## src/rtl/lfm_pkg.sv

```systemverilog
package lfm_pkg;
    typedef enum logic [2:0] {
        OP_BASIC   = 3'd0,
        OP_SHR_HI  = 3'd1,
        OP_SHR_LO  = 3'd2,
        OP_BYTE_HI = 3'd3,
        OP_BYTE_LO = 3'd4,
        OP_WIDE_HI = 3'd5,
        OP_WIDE_LO = 3'd6,
        OP_NONE    = 3'd7
    } lfm_op_e;
endpackage

```

## src/rtl/lfm_operand_sel.sv

```systemverilog
module lfm_operand_sel #(
    parameter int LANES = 4,
    parameter int AW    = 8,
    parameter int BW    = 16,
    localparam int DW   = LANES * BW
) (
    input  lfm_pkg::lfm_op_e               op,
    input  logic [DW-1:0]                  src_a,
    input  logic [DW-1:0]                  src_b,
    output logic [LANES-1:0][AW-1:0]       a_lane,
    output logic [LANES-1:0][BW-1:0]       b_lane
);
    for (genvar g = 0; g < LANES; g++) begin : g_lane
        always_comb begin
            unique case (op)
                lfm_pkg::OP_BASIC: begin
                    a_lane[g] = src_a[AW*g +: AW];
                    b_lane[g] = src_b[BW*g +: BW];
                end
                lfm_pkg::OP_SHR_HI: begin
                    a_lane[g] = src_a[AW*g +: AW];
                    b_lane[g] = src_b[BW +: BW];
                end
                lfm_pkg::OP_SHR_LO: begin
                    a_lane[g] = src_a[AW*g +: AW];
                    b_lane[g] = src_b[0 +: BW];
                end
                lfm_pkg::OP_BYTE_HI, lfm_pkg::OP_WIDE_HI: begin
                    a_lane[g] = src_a[BW*g + AW +: AW];
                    b_lane[g] = src_b[BW*g +: BW];
                end
                lfm_pkg::OP_BYTE_LO, lfm_pkg::OP_WIDE_LO: begin
                    a_lane[g] = src_a[BW*g +: AW];
                    b_lane[g] = src_b[BW*g +: BW];
                end
                default: begin
                    a_lane[g] = '0;
                    b_lane[g] = '0;
                end
            endcase
        end
    end
endmodule

```

## src/rtl/lfm_lane_mul.sv

```systemverilog
module lfm_lane_mul #(
    parameter int AW  = 8,
    parameter int BW  = 16,
    localparam int PW = AW + BW + 1
) (
    input  logic                 clk,
    input  logic                 rst_n,
    input  logic                 en,
    input  logic [AW-1:0]        a,
    input  logic [BW-1:0]        b,
    output logic [PW-1:0]        prod
);
    logic signed [PW-1:0] a_ext;
    logic signed [PW-1:0] b_ext;
    logic signed [PW-1:0] full;

    assign a_ext = {{(PW-AW){1'b0}}, a};
    assign b_ext = {{(PW-BW){b[BW-1]}}, b};
    assign full  = a_ext * b_ext;

    always_ff @(posedge clk or negedge rst_n) begin
        if (!rst_n) begin
            prod <= '0;
        end else if (en) begin
            prod <= full;
        end
    end
endmodule

```

## src/rtl/lfm_round_pack.sv

```systemverilog
module lfm_round_pack #(
    parameter int LANES = 4,
    parameter int AW    = 8,
    parameter int BW    = 16,
    localparam int PW   = AW + BW + 1,
    localparam int DW   = LANES * BW,
    localparam int WL   = LANES / 2,
    localparam int WSH  = AW - 1
) (
    input  lfm_pkg::lfm_op_e           op,
    input  logic [LANES-1:0][PW-1:0]   prod,
    output logic [DW-1:0]              packed_res
);
    logic [LANES-1:0][BW-1:0] rnd;

    for (genvar g = 0; g < LANES; g++) begin : g_rnd
        assign rnd[g] = prod[g][AW+BW-1:AW] + BW'(prod[g][AW-1]);
    end

    always_comb begin
        packed_res = '0;
        unique case (op)
            lfm_pkg::OP_WIDE_HI, lfm_pkg::OP_WIDE_LO: begin
                for (int i = 0; i < WL; i++) begin
                    packed_res[2*BW*i + WSH +: BW] = rnd[i];
                end
            end
            lfm_pkg::OP_NONE: begin
                packed_res = '0;
            end
            default: begin
                for (int i = 0; i < LANES; i++) begin
                    packed_res[BW*i +: BW] = rnd[i];
                end
            end
        endcase
    end
endmodule

```

## src/rtl/lane_frac_mul.sv

```systemverilog
module lane_frac_mul #(
    parameter int LANES = 4,
    parameter int AW    = 8,
    parameter int BW    = 16,
    localparam int PW   = AW + BW + 1,
    localparam int DW   = LANES * BW
) (
    input  logic          clk,
    input  logic          rst_n,
    input  logic [2:0]    op_sel,
    input  logic [63:0]   src_a,
    input  logic [63:0]   src_b,
    input  logic          in_valid,
    output logic [63:0]   res,
    output logic          res_valid
);
    lfm_pkg::lfm_op_e          op_in;
    lfm_pkg::lfm_op_e          s1_op;
    logic                      s1_valid;
    logic [LANES-1:0][AW-1:0]  a_lane;
    logic [LANES-1:0][BW-1:0]  b_lane;
    logic [LANES-1:0][PW-1:0]  s1_prod;
    logic [DW-1:0]             packed_res;

    assign op_in = lfm_pkg::lfm_op_e'(op_sel);

    lfm_operand_sel #(.LANES(LANES), .AW(AW), .BW(BW)) u_sel (
        .op     (op_in),
        .src_a  (src_a[DW-1:0]),
        .src_b  (src_b[DW-1:0]),
        .a_lane (a_lane),
        .b_lane (b_lane)
    );

    for (genvar g = 0; g < LANES; g++) begin : g_mul
        lfm_lane_mul #(.AW(AW), .BW(BW)) u_mul (
            .clk   (clk),
            .rst_n (rst_n),
            .en    (in_valid),
            .a     (a_lane[g]),
            .b     (b_lane[g]),
            .prod  (s1_prod[g])
        );
    end

    // stage 1 control
    always_ff @(posedge clk or negedge rst_n) begin
        if (!rst_n) begin
            s1_valid <= 1'b0;
            s1_op    <= lfm_pkg::OP_NONE;
        end else begin
            s1_valid <= in_valid;
            if (in_valid) begin
                s1_op <= op_in;
            end
        end
    end

    lfm_round_pack #(.LANES(LANES), .AW(AW), .BW(BW)) u_pack (
        .op         (s1_op),
        .prod       (s1_prod),
        .packed_res (packed_res)
    );

    // stage 2 output register
    always_ff @(posedge clk or negedge rst_n) begin
        if (!rst_n) begin
            res       <= '0;
            res_valid <= 1'b0;
        end else begin
            res_valid <= s1_valid;
            if (s1_valid) begin
                res <= 64'(packed_res);
            end
        end
    end
endmodule

```

## config.mk

```make
export PLATFORM = sky130hd
export DESIGN_NAME = lane_frac_mul
export DESIGN_NICKNAME = d
export VERILOG_FILES = /design/src/rtl/lfm_pkg.sv /design/src/rtl/lfm_operand_sel.sv /design/src/rtl/lfm_lane_mul.sv /design/src/rtl/lfm_round_pack.sv /design/src/rtl/lane_frac_mul.sv
export SDC_FILE = /design/constraint.sdc
export NUM_CORES = 2
export LEC_CHECK = 0
export BUFFER_PORTS_ARGS = -buffer_cell sky130_fd_sc_hd__buf_2
export CAP_MARGIN = 20
export CORE_MARGIN = 10
export CORE_UTILIZATION = 30
export DETAILED_ROUTE_END_ITERATION = 16
export SYNTH_ARGS = -nofsm -noshare
export SYNTH_HDL_FRONTEND = slang
export SYNTH_SLANG_ARGS = --single-unit
```

## constraint.sdc

```tcl
create_clock -name clk -period 3.33 [get_ports clk]
set_input_delay 0.999 -clock clk [delete_from_list [all_inputs] [get_ports clk]]
set_output_delay 0.999 -clock clk [all_outputs]
set_load 0.01 [all_outputs]
```

==> run metrics <==
clock slew at reported path FFs=0.06 ns; first-pass GRT wire length=between 150 and 200 mm; Layout area overhead=45.9%; DR iter-0 viols=about 1800; GRT Total Usage=between 10% and 20%; WL per Instance=between 15 and 20 microns; delay-heaviest family, CP=adder cells; TritonCTS clock tree=yes; initial core utilization=30.4%; Die X=between 300 and 400 microns; Hold WS=between 0.4 and 0.5 ns; Vias=~25000; GRT overflow=0; EDFF count, synth=0; Max Freq=between 0.15 and 0.2 GHz; max_cap viols=0; Synth Flop Type=dfrtp_1; Yosys cell types=85; Post-CTS Hold Buffers=0; total die area=between 90000 and 100000 sq um; io pins=roughly 200; Clock Path Buffers=2; sequential share of the synthesized area=a little over an eighth; final hold violations=0; Worst-Margin Slew=around 1 ns; Critical Path AT=approximately 6.5 ns; RSZ-0062 raised after global routing=yes; I/O Buffers=approximately 200; leakage power=about 19 nW; Slew Limit Fails=0; area post-placement=~33000 sq um; setup ws final=-2.80 ns; Mapped Nets=about 3700; vias in the first global route=25800; area leader, netlist=fa_1; htree depth=4; Clk Latency, worst-skew pair=roughly 0.48 ns; Crit Path Max Fanout=8; post-DP HPWL=between 80 and 90 mm; Most common cell on crit path=fa_1; Async SR Flop Fraction=100%; DRC=0; Crit Path Category=in2reg; core area=around 84000 sq um; crit start category=input port; Synth warnings=0; type of destination of the critical path=flip-flop; final instance area=37200 sq um; Data required, critical path=between 3 and 4 ns; initial antenna violation count=15; final core utilization=~44%; post-layout min period=between 6 and 7 ns; Worst R2R Setup Slack=~1.2 ns; Placer Congestion=0.960; Hold Crit Class=reg2reg; relative slew slack=between 30% and 40%; largest stage delay on the critical path=0.58 ns; root buf cell=clkbuf_16; TritonCTS sink count=between 100 and 150; Site Rows=roughly 110; TritonCTS Buffers=17; Nets=4610; worst vdd ir=0.704 mV; Yosys top cell area share=31.0%; first-pass iteration count of the detailed router=8; failing checks=negative setup slack; largest net degree at the start of global routing=about 100; Post-DRT Antenna Nets=0; Die Ht=between 300 and 400 microns; most common cell after layout, fill and taps aside=buf_4; register bit count reported by yosys=137; Crit-path slowest cell=fa_1; pwr dens=around 960 nW/um^2; cells taking the most area after synthesis=fa_1, dfrtp_1, ha_1; layout cells sized above 1=a little under two fifths; WP buf/inv=6; Final setup viols=68; final WL=slightly below 100 mm; Syn Area/Cell=8.44 sq um; share of the clock period used by the worst path=184%; Netlist Area Pre-Place=~26000 sq um; status=finished with violations; most frequent cells in the layout=buf_4, inv_1, fa_1; Final Skew=0.0134 ns; vias per cell=approximately 5; synthesized instance count=3026
## cells by family (layout without fill, tap and decap cells)
logic type | count (synthesis) | after routing | share of synthesized area [%]
xor+xnor | 135 | 135 | 4.66
other cells | 0 | 4 | 0
fa+ha+maj | 576 | 576 | 39.9
buf+inv | 711 | 1596 | 10.7
mux | 49 | 49 | 2.18
compound gates | 457 | 457 | 12.6
simple gates | 961 | 963 | 16.6
flops | 137 | 137 | 13.4
## final cells by class
cell class | count | area (sq um)
diodes | 4 | 10.0
well taps | 1134 | 1420
flip-flops and latches | 137 | 3430
fillers | 8100 | 46700
clock inverters | 15 | 176
repair buffers | 968 | 7670
multi-input cells | 2180 | 21900
inverters | 596 | 2240
clock buffers | 17 | 425
## routing by layer
layer | part of all wire, % | GRT usage [%]
met1 | 43 | 25.9
met2 | 45 | 31.6
met3 | 7.8 | 4.58
met4 | 3.9 | 7.07
met5 | 0.090 | 0
## repair_timing
item	4_1_cts	5_1_grt
gates cloned	14	1
gates resized for setup	356	181
pin swaps	127	120
setup buffers	101	52
endpoints found under the setup margin	68	68
## cells in the mapped netlist (28+ instances only)
cell / number
nand3_1: 41
xor2_1: 61
nand2b_1: 54
dfrtp_1: 134
and3_1: 28
nor2_1: 327
o21a_1: 29
a21oi_1: 128
clkbuf_1: 87
o22ai_1: 36
o21ai_0: 42
a21o_1: 40
nand2_1: 366
xnor2_1: 73
ha_1: 180
inv_1: 594
nor4_1: 34
mux2_2: 48
fa_1: 396
## where the power goes
part	leakage (nW)	total [mW]	switching, mW	internal [mW]
Sequential	1.63	3.24	0.724	2.51
Combinational	16.8	30.5	15.0	15.5
Clock	0.293	2.00	0.924	1.07
Total	18.7	35.8	16.7	19.1
## worst reg2reg max path, stage by stage, from the launching register on
cell and delay [ns]:
dfrtp_1 0.45, ha_1 0.26, ha_1 0.21, nand3_1 0.22, nor2_1 0.10, xnor2_1 0.44
o221ai_1 0.22, o21a_1 0.17
## state kept, by name (all words and copies together) (netlist names)
name              flops
res                  64
res_valid             1
g_mul.u_mul.prod     68
s1_valid              1
s1_op                 3
## final timing paths
| kind | cells after the start | startpoint | to |
|---|---|---|---|
| setup / recovery | 25 | op_sel[0] | g_mul[0].u_mul.prod[21] |
| hold / removal | 1 | res[20] | res[20] |
| setup reg to reg | 7 | g_mul[3].u_mul.prod[7] | res[54] |
| hold reg to reg | 1 | res[20] | res[20] |
| max in group asynchronous | 2 | rst_n | res[33] |
| min in group asynchronous | 1 | rst_n | g_mul[1].u_mul.prod[20] |
## metrics by stage
| stage | setup TNS (ns) | setup slack (ns) | instances | power, mW |
|---|---|---|---|---|
| floorplan | -175.80 | -3.13 | 3026 | 18.4 |
| global placement | -208.69 | -3.48 | 4871 | 28.5 |
| detailed placement | -211.81 | -3.51 | 4871 | 28.8 |
| CTS | -162.66 | -2.70 | 5009 | 33.8 |
| global route | -178.76 | -2.95 | 5048 | 39.1 |
| finish | -167.59 | -2.80 | 5051 | 35.8 |
(Power assumes the default switching activity.)
